`config.mk`:
```
export PLATFORM = sky130hd
export DESIGN_NAME = part_pwrup_seq
export DESIGN_NICKNAME = d
export VERILOG_FILES = /design/src/rtl/part_pwrup_seq.sv
export SDC_FILE = /design/constraint.sdc
export NUM_CORES = 1
export LEC_CHECK = 0
export BUFFER_PORTS_ARGS = -buffer_cell sky130_fd_sc_hd__buf_4
export CAP_MARGIN = 10
export CORE_MARGIN = 3
export CORE_UTILIZATION = 58
export DETAILED_ROUTE_END_ITERATION = 6
export PLACE_DENSITY_LB_ADDON = 0.15
export SETUP_SLACK_MARGIN = 0.05
export SYNTH_ARGS = -nofsm -noshare
export SYNTH_HDL_FRONTEND = slang
export SYNTH_SLANG_ARGS = --single-unit
```
`constraint.sdc`:
```
create_clock -name clk -period 2 [get_ports clk]
set_input_delay 0.4 -clock clk [delete_from_list [all_inputs] [get_ports clk]]
set_output_delay 0.4 -clock clk [all_outputs]
set_load 0.1 [all_outputs]
```
`src/rtl/part_pwrup_seq.sv`:
```
module part_pwrup_seq #(
  parameter int SETTLE_CYC = 2500,
  parameter int PWR_TMO    = 12500,
  parameter int CLAMP_TMO  = 12500
) (
  input  logic clk,
  input  logic rst_n,
  input  logic start,
  input  logic pwr_good,
  input  logic clamp_ack,
  output logic part_rst,
  output logic part_clk_en,
  output logic pwr_req,
  output logic pwr_off,
  output logic clamp_req,
  output logic busy,
  output logic done,
  output logic error
);
  localparam int MAX_A = (SETTLE_CYC > PWR_TMO) ? SETTLE_CYC : PWR_TMO;
  localparam int MAX_V = (MAX_A > CLAMP_TMO) ? MAX_A : CLAMP_TMO;
  localparam int CW    = $clog2(MAX_V + 1);

  typedef enum logic [3:0] {
    S_IDLE, S_CLKSTOP, S_PWR, S_CLKON, S_SETTLE,
    S_UNCLAMP, S_RELEASE, S_UNDO_CLK, S_UNDO_PWR
  } state_t;

  state_t        st;
  logic [CW-1:0] cnt;

  assign busy = (st != S_IDLE);

  always_ff @(posedge clk or negedge rst_n) begin
    if (!rst_n) begin
      st          <= S_IDLE;
      cnt         <= '0;
      part_rst    <= 1'b1;
      part_clk_en <= 1'b0;
      pwr_req     <= 1'b0;
      pwr_off     <= 1'b0;
      clamp_req   <= 1'b0;
      done        <= 1'b0;
      error       <= 1'b0;
    end else begin
      done    <= 1'b0;
      error   <= 1'b0;
      pwr_off <= 1'b0;
      unique case (st)
        S_IDLE: if (start) begin
          part_rst <= 1'b1;
          st       <= S_CLKSTOP;
        end
        S_CLKSTOP: begin
          part_clk_en <= 1'b0;
          cnt         <= '0;
          if (pwr_good) st <= S_CLKON;
          else begin
            pwr_req <= 1'b1;
            st      <= S_PWR;
          end
        end
        S_PWR: begin
          if (pwr_good) begin
            pwr_req <= 1'b0;
            st      <= S_CLKON;
          end else if (cnt == CW'(PWR_TMO - 1)) begin
            pwr_req <= 1'b0;
            st      <= S_UNDO_PWR;
          end else cnt <= cnt + 1'b1;
        end
        S_CLKON: begin
          part_clk_en <= 1'b1;
          cnt         <= '0;
          st          <= S_SETTLE;
        end
        S_SETTLE: begin
          if (cnt == CW'(SETTLE_CYC - 1)) begin
            clamp_req <= 1'b1;
            cnt       <= '0;
            st        <= S_UNCLAMP;
          end else cnt <= cnt + 1'b1;
        end
        S_UNCLAMP: begin
          if (clamp_ack) begin
            clamp_req <= 1'b0;
            st        <= S_RELEASE;
          end else if (cnt == CW'(CLAMP_TMO - 1)) begin
            clamp_req <= 1'b0;
            st        <= S_UNDO_CLK;
          end else cnt <= cnt + 1'b1;
        end
        S_RELEASE: begin
          part_rst <= 1'b0;
          done     <= 1'b1;
          st       <= S_IDLE;
        end
        S_UNDO_CLK: begin
          part_clk_en <= 1'b0;
          st          <= S_UNDO_PWR;
        end
        S_UNDO_PWR: begin
          part_rst <= 1'b1;
          pwr_off  <= 1'b1;
          error    <= 1'b1;
          st       <= S_IDLE;
        end
        default: st <= S_IDLE;
      endcase
    end
  end
endmodule


```
# --- Word-level counts from Yosys, hierarchy flattened ---
# Index checks and enable logic that the tools add are counted.
word_totals:
  reg_bits: 24
  out_inout_bits: 8
  input_bits: 5
  elab_cells: 65
op_classes:
  n_mux: 25
  eq_ne: 17
  n_reduce_logical: 14
  addsub: 1
ops:
  columns: ["cell", "count"]
  rows:
  - ["$mux W14", 4]
  - ["$pmux W14 S4", 1]
  - ["$pmux W4 S7", 1]
  - ["$mux W4", 6]
  - ["$eq A4 B3 Y1 const B", 4]
  - ["$add A14 B1 Y14 const B", 1]
  - ["$eq A14 B12 Y1 const B", 1]
  - ["$eq A14 B14 Y1 const B", 1]
  - ["$ne A2 B2 Y1 const B", 5]
  - ["$mux W1", 9]
  - ["$reduce_and A3 Y1", 3]
  - ["$eq A4 B2 Y1 const B", 2]
  - ["$reduce_bool A4 Y1", 2]
  - ["$ne A3 B3 Y1 const B", 2]
  - ["$pmux W1 S2", 3]
  - ["$reduce_bool A2 Y1", 3]
  - ["$eq A4 B1 Y1 const B", 1]
  - ["$eq A4 B4 Y1 const B", 1]
  - ["$logic_not A4 Y1", 1]
  - ["$reduce_and A4 Y1", 1]
  - ["$reduce_or A2 Y1", 2]
  - ["$pmux W1 S3", 1]
  - ["$reduce_bool A3 Y1", 1]
  - ["$reduce_and A2 Y1", 1]

# --- Logic depth before layout (Yosys ltp) ---
# Gate-level depths: netlist of run 1.
depth:
  ltp_word: 4
  depth_mapped: 6

# --- Worst setup path before layout of run 1 ---
# OpenSTA, ideal clock, no wires.
synth_timing:
  path_kind: "register to output"
  from: "register st[0]"
  to: "output port busy"
  arrival_time_ns: 1.638
  t_required_ns: 1.600
  n_path_buf: 2
  path_slack_ns: -0.038
  stages_incl_launch_ff: 4
  path_cell_list: "dfrtp_1 > buf_4 > clkbuf_1 > or4_1"
synth_between:
  elab_chain_cells: 1
synth_rtl:
  columns: ["element", "line_no", "text"]
  rows:
  - ["start, declared", "29", "state_t st;"]
  - ["start signal, assigned", "36", "st <= S_IDLE;"]
  - ["start signal, assigned", "52", "st <= S_CLKSTOP;"]
  - ["start signal, assigned", "57", "if (pwr_good) st <= S_CLKON;"]
  - ["$reduce_bool A4 Y1", "32", "assign busy = (st != S_IDLE);"]
  - ["end, declared", "16", "output logic busy,"]
# No other way between the ends.

# --- Final worst setup path of run 1 ---
# Same ends and word-level chain as after synthesis.

==> results by group, run 1 <==
Status
  – Run status: finished clean

Placement
  – Port Buffers: 12
  – Final Wtd Congestion: 0.8178
  – Setup Slack @ Placement: 0.09587 ns
  – Post-DP HPWL: 2.343 mm

Detailed routing
  – Post-route DRC violation count: 0
  – Drt pass-1 iters: 4
  – Routed vias: 1287
  – WL/cell: 17.06 um
  – Detail Route Antenna Nets: 0
  – Vias per Instance: 6.309
  – Routed WL: 3.481 mm
  – DR iter-0 viols: 60

Floorplanning
  – Die area: 3054 um2
  – Starting Density: 0.6243
  – Core area: 2255 um2
  – Die height: 55.27 um
  – Site Rows: 17
  – DIE WIDTH: 55.27 um
  – Boundary Pins: 13

Synth
  – Number of synthesized flops with an enable pin: 0
  – Syn_nets: 158
  – Synth cell types: 46
  – Mapped Cells: 152
  – Asr flop ratio synth: 1.000
  – Top_reg_cell synth: dfrtp_1
  – Post-synthesis sequential area ratio: 0.4276
  – Mapped Area: 1408 um2
  – Total of warnings raised by yosys: 0
  – Mapped Avg Cell Area: 9.261 um2
  – Flops & latches, synth: 24

Clock tree
  – Worst-path clk slew: 0.12 ns
  – Clock tree root buffer cell: clkbuf_4
  – Worst skew pair latency: 0.31 ns
  – H-tree Lvls: 1
  – Clock tree buffer depth: 2
  – CTS tree: yes
  – CTS Buf Count: 3
  – Sink Count: 24

Timing
  – Worst Tran Pin Value: 0.3704 ns
  – Post-route minimum period: 1.953 ns
  – Count of final hold-check violations: 0
  – Setup TNS: 0 ns
  – Setup Skew: 0.006905 ns
  – Final period util: 0.9765
  – Setup ws final: 0.04703 ns
  – Relative slew slack: 0.7508
  – Final Slew Violations: 0
  – Setup Viol. Count Final: 0
  – RSZ-0062 raised after global routing: yes
  – Hold WS: 0.4369 ns
  – Fmax: 0.5120 GHz

Worst setup path
  – Worst path max stage delay: 0.49 ns
  – Setup crit start kind: register
  – CP Class: reg2out
  – WP buf/inv: 2
  – Critical Path Fanout Max: 2
  – R2R Path Start: cnt[0]$_DFFE_PN0P_
  – Worst setup EP type: output pin
  – CP arrival: 1.55 ns
  – CP delay by family, top: simple AND/OR/NAND/NOR gates
  – Most used cell, CP: buf_12
  – Critical Path RT: 1.60 ns
  – CP startpoint: st[0]$_DFFE_PN0P_
  – Worst path cell trace: buf_12 > or4_4 > buf_12
  – CP max stage cell: or4_4

Flow run
  – Max-Cap Viols: 0

Global route
  – Met2 usage: 0.3733
  – Antenna violations before repair: 0
  – Busiest grt layer: met2
  – Met1 Use GR: 0.3610
  – M3 GR Usage: 0.04673
  – Global-route wire length before repair: 6.127 mm
  – GRT Total Usage: 0.2478
  – Vias in the first global route: 1271
  – Largest net degree at the start of global routing: 25
  – GRT Residual Overflow: 0

Layout
  – Layout cell share with drive strength beyond 1: 0.3125
  – Filler cells: 160
  – Commonest cells after routing, fill and taps aside: buf_4, dfrtp_1, a21oi_1, nor2_1
  – Ant diodes: 0
  – Final net count: 183
  – Most common cell after layout, fill and taps aside: buf_4
  – Area added between synthesis and finish: 23.64%

Power
  – Pwr dens: 1425 nW/um2
  – Leakage: 0.7220 nW
  – VDD IR max: 1.563 mV

Worst hold path
  – Worst hold path class: in2reg
  – Hold wc startpoint: clamp_ack
==> final cells by class <==
cell class                      count  area, um2  area share
Sequential cell                    24      605.6      0.3480
Multi-Input combinational cell    118      810.8      0.4659
Tap cell                           28      35.03     0.02013
Timing Repair Buffer               29      249.0      0.1431
Inverter                            1      3.754    0.002157
Clock buffer                        4      36.28     0.02085
==> registers in the layout (all words and copies together), names as in the netlist <==
| register | flops |
|---|---|
| error | 1 |
| done | 1 |
| part_rst | 1 |
| clamp_req | 1 |
| pwr_req | 1 |
| part_clk_en | 1 |
| cnt | 14 |
| st | 4 |
==> Yosys cell counts, types with 2 or more instances <==
cell type / number / share of area
a211o_1: 2 / 0.012
a21o_1: 2 / 0.011
a21oi_1: 19 / 0.068
and2_1: 3 / 0.013
and3_1: 2 / 0.0089
buf_2: 3 / 0.011
buf_4: 2 / 0.011
clkbuf_1: 4 / 0.011
dfrtp_1: 23 / 0.41
mux2i_1: 2 / 0.014
nand2_1: 7 / 0.019
nand2b_1: 8 / 0.036
nand3_1: 3 / 0.011
nand4_1: 2 / 0.0089
nand4b_1: 2 / 0.012
nor2_1: 13 / 0.035
nor2b_1: 2 / 0.0089
nor3_1: 6 / 0.021
nor4b_1: 5 / 0.031
o21ai_0: 7 / 0.025
o31ai_1: 3 / 0.016
o41ai_1: 2 / 0.012
or4_1: 2 / 0.011
xnor2_1: 6 / 0.037
==> through the flow <==
step	power [mW]	area, um2	cells	utilization
global route	2.630	1740	204	0.7719
detailed placement	1.990	1564	191	0.6937
floorplan	1.661	1411	152	-
CTS	2.395	1683	203	0.7464
finish	2.480	1740	204	0.7719
global placement	1.942	1564	191	0.6937
==> metal layers <==
| metal | part of all wire | wire length, um |
|---|---|---|
| met1 | 0.47 | 1622 |
| met2 | 0.46 | 1618 |
| met3 | 0.058 | 202 |
| met4 | 0.011 | 38 |
| met5 | 0 | 0 |
==> where the power goes <==
part	internal, mW	total (mW)	switching [mW]
registers	0.596	0.683	0.0865
logic	0.592	1.54	0.951
clock network	0.111	0.254	0.143
total	1.30	2.48	1.18
==> worst register-to-register path, delay by kind of cell, from the launching register on <==
family        cells  cell delay [ns]
simple gates      5             1.14
flops             1             0.44
fa+ha+maj         1             0.21
==> worst paths after layout <==
| kind | to | slack [ns] | cells after the start |
|---|---|---|---|
| worst max register to register | st[3]$_DFFE_PN0P_ | 0.10 | 6 |
| worst min register to register | part_clk_en$_DFFE_PN0P_ | 0.53 | 2 |
| min in group asynchronous | cnt[1]$_DFFE_PN0P_ | 0.50 | 2 |
| worst max-delay path | busy | 0.05 | 3 |
| worst min-delay path | st[1]$_DFFE_PN0P_ | 0.44 | 3 |
| max in group asynchronous | part_rst$_DFFE_PN1P_ | 1.21 | 2 |
==> logic make-up (layout without fill, tap and decap cells) <==
| logic type | Yosys count | count (layout) | synth area share |
|---|---|---|---|
| adder cells (fa/ha/maj) | 1 | 1 | 0.008887 |
| buffers and inverters | 10 | 34 | 0.03465 |
| AND/OR/NAND/NOR | 65 | 65 | 0.2729 |
| AO/OA/AOI/OAI | 44 | 44 | 0.2044 |
| multiplexers | 2 | 2 | 0.01422 |
| flip-flops | 24 | 24 | 0.4276 |
| XOR/XNOR | 6 | 6 | 0.03733 |
==> timing repair <==
item / in CTS / in global routing
buffers inserted: 7 / 1
gates resized for setup: 7 / 11
pin swaps: 1 / 0
setup endpoints to repair: 1 / 16
hold buffers: 1 / 0
endpoints found under the hold margin: 23 / 0
No activity file was read; power rests on OpenSTA's default activity.
==> inputs of run 2 (changes only) <==
CAP_MARGIN = default   (was 10)
RECOVER_POWER = 50   (was default)
==> run 2 against run 1 <==
  * First-iteration DRC count decreased by 8.3%
  * Clock power about the same
  * Register-to-register slack about the same
  * Critical path type unchanged
  * Highest routed layer unchanged
==> results by group, run 2 (same netlist as run 1, synthesis figures left out) <==
Status
  – Run status: finished clean

Layout
  – Design Area, Final: 1730 um2 (-0.58%)
  – Largest registers: cnt (14), st (4)
  – Top reg by flops: cnt
  – Commonest cells after routing, fill and taps aside: buf_4, dfrtp_1, a21oi_1, nor2_1, nand2b_1
  – Area added between synthesis and finish: 22.93%
  – Most common cell after layout, fill and taps aside: buf_4
  – Ant diodes: 0 (unchanged)
  – Layout cell share with drive strength beyond 1: 0.2955 (-0.01705)
  – Final net count: 183 (unchanged)
  – Filler cells: 163 (+1.9%)
  – Largest register FFs: 14 (unchanged)

Worst setup path
  – Critical Path RT: 1.60 ns (about the same)
  – Worst path cell trace: buf_12 > or4_4 > buf_12
  – Worst setup EP type: output pin
  – Worst path max stage delay: 0.49 ns (about the same)
  – CP Class: reg2out
  – CP arrival: 1.56 ns (about the same)
  – Setup crit start kind: register
  – Critical Path Fanout Max: 2 (unchanged)
  – CP max stage cell: or4_4
  – Most used cell, CP: buf_12

Flow run
  – Max-Cap Viols: 0 (unchanged)

Placement
  – Port Buffers: 12 (unchanged)
  – Post-DP HPWL: 2.343 mm (unchanged)
  – DP Area: 1564 um2 (unchanged)
  – Setup Slack @ Placement: 0.09587 ns (unchanged)
  – Final Wtd Congestion: 0.8178 (unchanged)

Global route
  – Antenna violations before repair: 0 (unchanged)
  – Global-route wire length before repair: 6.127 mm (unchanged)
  – GRT Residual Overflow: 0 (unchanged)
  – Largest net degree at the start of global routing: 25 (unchanged)
  – GRT Total Usage: 0.2478 (unchanged)
  – Vias in the first global route: 1271 (unchanged)

Timing
  – Fmax: 0.5114 GHz (-0.13%)
  – Post-route minimum period: 1.955 ns (+0.002487 ns)
  – Setup ws final: 0.04454 ns (-0.002487 ns)
  – Setup Skew: 0.005278 ns (-0.001628 ns)
  – Worst Tran Pin Value: 1.290 ns (+0.9200 ns)
  – Setup TNS: 0 ns (unchanged)
  – Setup Viol. Count Final: 0 (unchanged)
  – Final period util: 0.9777 (+0.001243)
  – Count of final hold-check violations: 0 (unchanged)
  – Final Slew Violations: 0 (unchanged)
  – RSZ-0062 raised after global routing: yes
  – Relative slew slack: 0.1397 (-0.6111)

Detailed routing
  – DR iter-0 viols: 55 (-8.3%)
  – Vias per Instance: 6.279 (-0.47%)
  – Detail Route Antenna Nets: 0 (unchanged)
  – Post-route DRC violation count: 0 (unchanged)
  – Routed vias: 1281 (-0.47%)
  – Drt pass-1 iters: 4 (unchanged)
  – Routed WL: 3.450 mm (-0.89%)
  – WL/cell: 16.91 um (-0.89%)

Power
  – Pwr dens: 1426 nW/um2 (about the same)
  – VDD IR max: 1.558 mV (-0.36%)
  – Leakage: 0.7145 nW (-1.0%)

Clock tree
  – Clock tree buffer depth: 2 (unchanged)
  – Worst-path clk slew: 0.12 ns (about the same)
  – Sink Count: 24 (unchanged)
  – CTS Buf Count: 3 (unchanged)
  – CTS tree: yes
  – Worst skew pair latency: 0.32 ns (about the same)
  – H-tree Lvls: 1 (unchanged)
  – Clock tree root buffer cell: clkbuf_4

Floorplanning
  – Die height: 55.27 um (unchanged)
  – Core area: 2255 um2 (unchanged)
  – Starting Density: 0.6243 (unchanged)
  – Die area: 3054 um2 (unchanged)
  – DIE WIDTH: 55.27 um (unchanged)
  – Boundary Pins: 13 (unchanged)
  – Site Rows: 17 (unchanged)

Worst hold path
  – Worst hold path class: in2reg
run 2: changes by cell type in the layout (fill, tap and decap cells not counted), sizes merged:
cell / previous run / this run
clkbuf: 4 / 6
buf: 28 / 26
run 2: area by class of cell:
cell class / count / area (um2) / share of cell area
clock buffer: 4 / 36.28 / 0.02097
inverter: 1 / 3.754 / 0.002169
tap: 28 / 35.03 / 0.02025
timing repair buffer: 29 / 241.5 / 0.1396
sequential: 24 / 605.6 / 0.3500
multi-input combinational: 118 / 808.3 / 0.4671
run 2: power by group:
group / total, mW / switching [mW] / internal [mW]
registers: 0.683 / 0.0867 / 0.596
logic: 1.53 / 0.948 / 0.581
clock network: 0.255 / 0.144 / 0.111
total: 2.47 / 1.18 / 1.29
run 2: worst paths after layout:
kind	start	to	slack (ns)	cells after the start
min in group asynchronous	rst_n	cnt[1]$_DFFE_PN0P_	0.88	2
min	clamp_ack	st[1]$_DFFE_PN0P_	0.44	3
min reg2reg	part_clk_en$_DFFE_PN0P_	part_clk_en$_DFFE_PN0P_	0.52	2
max in group asynchronous	rst_n	st[2]$_DFFE_PN0P_	0.27	2
max reg2reg	st[3]$_DFFE_PN0P_	cnt[1]$_DFFE_PN0P_	0.09	6
max	st[0]$_DFFE_PN0P_	busy	0.04	3
run 2: repair_timing:
action,CTS,global route
setup buffers,7,1
pin swaps,1,0
hold endpoints to repair,23,0
hold buffers,1,0
gates resized for setup,7,11
endpoints found under the setup margin,1,16
run 2: per-stage QoR:
step                      hold WS [ns]  std cells  power, mW    util
final                           0.4351        204      2.467  0.7675
after global routing            0.4323        204      2.616  0.7675
after CTS                       0.4121        203      2.395  0.7464
after detailed placement        0.3111        191      1.990  0.6937
after global placement          0.3125        191      1.942  0.6937
after floorplan                 0.1044        152      1.661       -
run 2: routing by layer:
metal	share of wire	routed length, um	up-vias	global-route usage
li1	-	-	609	-
met1	0.47	1620	614	0.3610
met2	0.47	1613	47	0.3733
met3	0.049	168	11	0.04673
met4	0.014	48	0	0.07639
met5	0	0	-	0
run 2: worst max-delay path: cells and delay by family (launching register included):
| family | cells | cell delay, ns |
|---|---|---|
| flip-flops | 1 | 0.45 |
| buffers and inverters | 2 | 0.31 |
| AND/OR/NAND/NOR | 1 | 0.49 |
==> inputs of run 3 (changes only) <==
CORE_ASPECT_RATIO = 0.5   (was default)
CORE_UTILIZATION = 40   (was 58)
==> run 3 against run 2 <==
  * Count of clock-buffer cells in the layout is the same
  * Combinational power shrank 5%
  * Flip-flop and latch count is the same
  * Sequential power increased by 3%
  * First-iteration DRC count decreased by 25%
  * Non-clock buffer count is 1 higher
  * Critical path depth unchanged
  * Cell count rose by 10%
  * Global-route usage shrank 8.0 points
  * Clock power rose by 32%
  * Die area increased by 41%
  * Worst setup slack improved by 0.019 ns
  * Critical endpoint unchanged
  * Largest cell class unchanged
  * Largest power group unchanged
  * Highest routed layer unchanged
==> results by group, run 3 (same netlist as run 1, synthesis figures left out) <==
Clock tree
  – Worst skew pair latency: 0.27 ns (-0.05 ns)
  – Sink Count: 24 (unchanged)
  – CTS Buf Count: 3 (unchanged)
  – Clock tree buffer depth: 2 (unchanged)
  – H-tree Lvls: 1 (unchanged)
  – CTS tree: yes
  – Worst-path clk slew: 0.08 ns (-0.04 ns)
  – Clock tree root buffer cell: clkbuf_8

Floorplanning
  – Starting Density: 0.4440 (-0.1803)
  – DIE WIDTH: 89.89 um (+63%)
  – Boundary Pins: 13 (unchanged)
  – Core area: 3171 um2 (+41%)
  – Die height: 47.95 um (-13%)
  – Site Rows: 14 (-3)
  – Die area: 4310 um2 (+41%)

Worst setup path
  – CP arrival: 1.54 ns (-0.02 ns)
  – Worst setup EP type: output pin
  – Worst r2r path cells: 6 (unchanged)
  – R2R Setup Slk: 0.12 ns (+0.03 ns)
  – R2R Path Start: cnt[0]$_DFFE_PN0P_
  – R2R Path End: st[3]$_DFFE_PN0P_
  – Critical Path RT: 1.60 ns (about the same)
  – CP Class: reg2out
  – Setup crit start kind: register
  – Critical Path Fanout Max: 7 (+5)

Timing
  – Final Slew Violations: 0 (unchanged)
  – Relative slew slack: 0.1041 (-0.03563)
  – Fmax: 0.5165 GHz (+1.0%)
  – Final period util: 0.9680 (-0.009715)
  – Setup Viol. Count Final: 0 (unchanged)
  – Setup Skew: 0.003216 ns (-0.002061 ns)
  – Hold WS: 0.4125 ns (-0.02261 ns)
  – Post-route minimum period: 1.936 ns (-0.01943 ns)
  – Count of final hold-check violations: 0 (unchanged)
  – Worst Tran Pin Value: 1.344 ns (+0.05345 ns)
  – RSZ-0062 raised after global routing: no

Detailed routing
  – Vias per Instance: 5.618 (-11%)
  – Routed vias: 1264 (-1.3%)
  – Detail Route Antenna Nets: 0 (unchanged)
  – WL/cell: 15.24 um (-9.9%)
  – DR iter-0 viols: 41 (-25%)
  – Drt pass-1 iters: 4 (unchanged)
  – Routed WL: 3.430 mm (-0.58%)
  – Post-route DRC violation count: 0 (unchanged)

Power
  – Sw frac: 0.4664 (-0.01153)
  – P_sw: 1.167 mW (-1.0%)
  – Flop pwr share: 0.281 (+0.004)
  – Leakage: 0.7215 nW (+0.98%)
  – VDD IR max: 0.4118 mV (-74%)
  – Comb power frac: 0.584 (-0.036)
  – Clock share of power: 0.135 (+0.031)
  – P_int: 1.335 mW (+3.6%)
  – Pwr dens: 1436 nW/um2 (+0.75%)

Global route
  – GRT Residual Overflow: 0 (unchanged)
  – Antenna violations before repair: 0 (unchanged)
  – Global-route wire length before repair: 5.595 mm (-8.7%)
  – Largest net degree at the start of global routing: 25 (unchanged)
  – GRT Total Usage: 0.1679 (-0.07992)
  – Vias in the first global route: 1113 (-12%)

Worst hold path
  – Worst hold path class: in2async

Layout
  – Commonest cells after routing, fill and taps aside: buf_4, dfrtp_1, a21oi_1, nor2_1, nand2b_1
  – Final net count: 184 (+0.55%)
  – Largest registers: cnt (14), st (4)
  – Largest register FFs: 14 (unchanged)
  – Ant diodes: 0 (unchanged)
  – Area added between synthesis and finish: 23.73%
  – Final Util: 0.5493 (-0.2182)
  – Final std cells w/o fill: 225 (+10%)
  – Layout cell share with drive strength beyond 1: 0.2655 (-0.02992)
  – Top reg by flops: cnt
  – Most common cell after layout, fill and taps aside: buf_4

Placement
  – Final Wtd Congestion: 0.8422 (+3.0%)
  – Placed insts: 211 (+10%)
  – Port Buffers: 12 (unchanged)
  – Post-DP HPWL: 2.310 mm (-1.4%)

Flow run
  – Max-Cap Viols: 0 (unchanged)

Status
  – Run status: finished clean
-- run 3: cell types whose count changed in the layout (fill, tap and decap cells not counted), sizes merged --
cell,change
buf,+2
dlygate4sd3,-1
-- run 3: worst max-delay path, cell delays in order, from the launching register on --
cell	delay (ns)
dfrtp_2	0.42
buf_6	0.14
or4_4	0.52
buf_12	0.18
-- run 3: timing repair --
item,in CTS,in global routing
pin swaps,0,2
setup endpoints to repair,15,16
hold buffers,0,0
setup buffers,1,9
gates cloned,0,0
gates resized for setup,4,7
-- run 3: power groups by stage --
| stage | Clock, mW | Sequential [mW] | Combinational, mW |
|---|---|---|---|
| 3_5_place_dp | 0 | 0.724 | 1.22 |
| 4_1_cts | 0.354 | 0.703 | 1.28 |
| 2_1_floorplan | 0 | 0.904 | 0.758 |
| 3_3_place_gp | 0 | 0.717 | 1.21 |
| 6_report | 0.337 | 0.703 | 1.46 |
| 5_1_grt | 0.370 | 0.719 | 1.56 |
-- run 3: final cells by class --
cell class	instances	area (um2)
clock buffer	4	55.05
fill	303	1429
sequential	24	605.6
timing repair buffer	30	237.7
inverter	1	3.754
multi-input combinational	118	779.5
tap	48	60.06
-- run 3: worst max-delay path by stage --
| stage | startpoint | end | cells after the start |
|---|---|---|---|
| 6_report | st[2]$_DFFE_PN0P_ | busy | 3 |
| 5_1_grt | st[2]$_DFFE_PN0P_ | busy | 3 |
| 4_1_cts | st[0]$_DFFE_PN0P_ | busy | 3 |
| 3_5_place_dp | cnt[0]$_DFFE_PN0P_ | cnt[2]$_DFFE_PN0P_ | 6 |
| 3_3_place_gp | cnt[0]$_DFFE_PN0P_ | st[3]$_DFFE_PN0P_ | 6 |
| 2_1_floorplan | st[1]$_DFFE_PN0P_ | busy | 3 |
-- run 3: through the flow --
step	setup WS (ns)	cell area [um2]	total power [mW]	setup TNS (ns)
global placement	0.1662	1577	1.931	0
global route	0.03615	1742	2.646	0
CTS	0.00007561	1654	2.338	0
floorplan	0.2124	1411	1.661	0
finish	0.06397	1742	2.502	0
detailed placement	-0.003056	1577	1.942	-0.004031
-- run 3: layer usage --
| layer | wire, um | track usage |
|---|---|---|
| met3 | 110 | 0.04710 |
| met1 | 1677 | 0.2144 |
| met2 | 1598 | 0.2887 |
| met5 | 0 | 0 |
| met4 | 44 | 0.05471 |
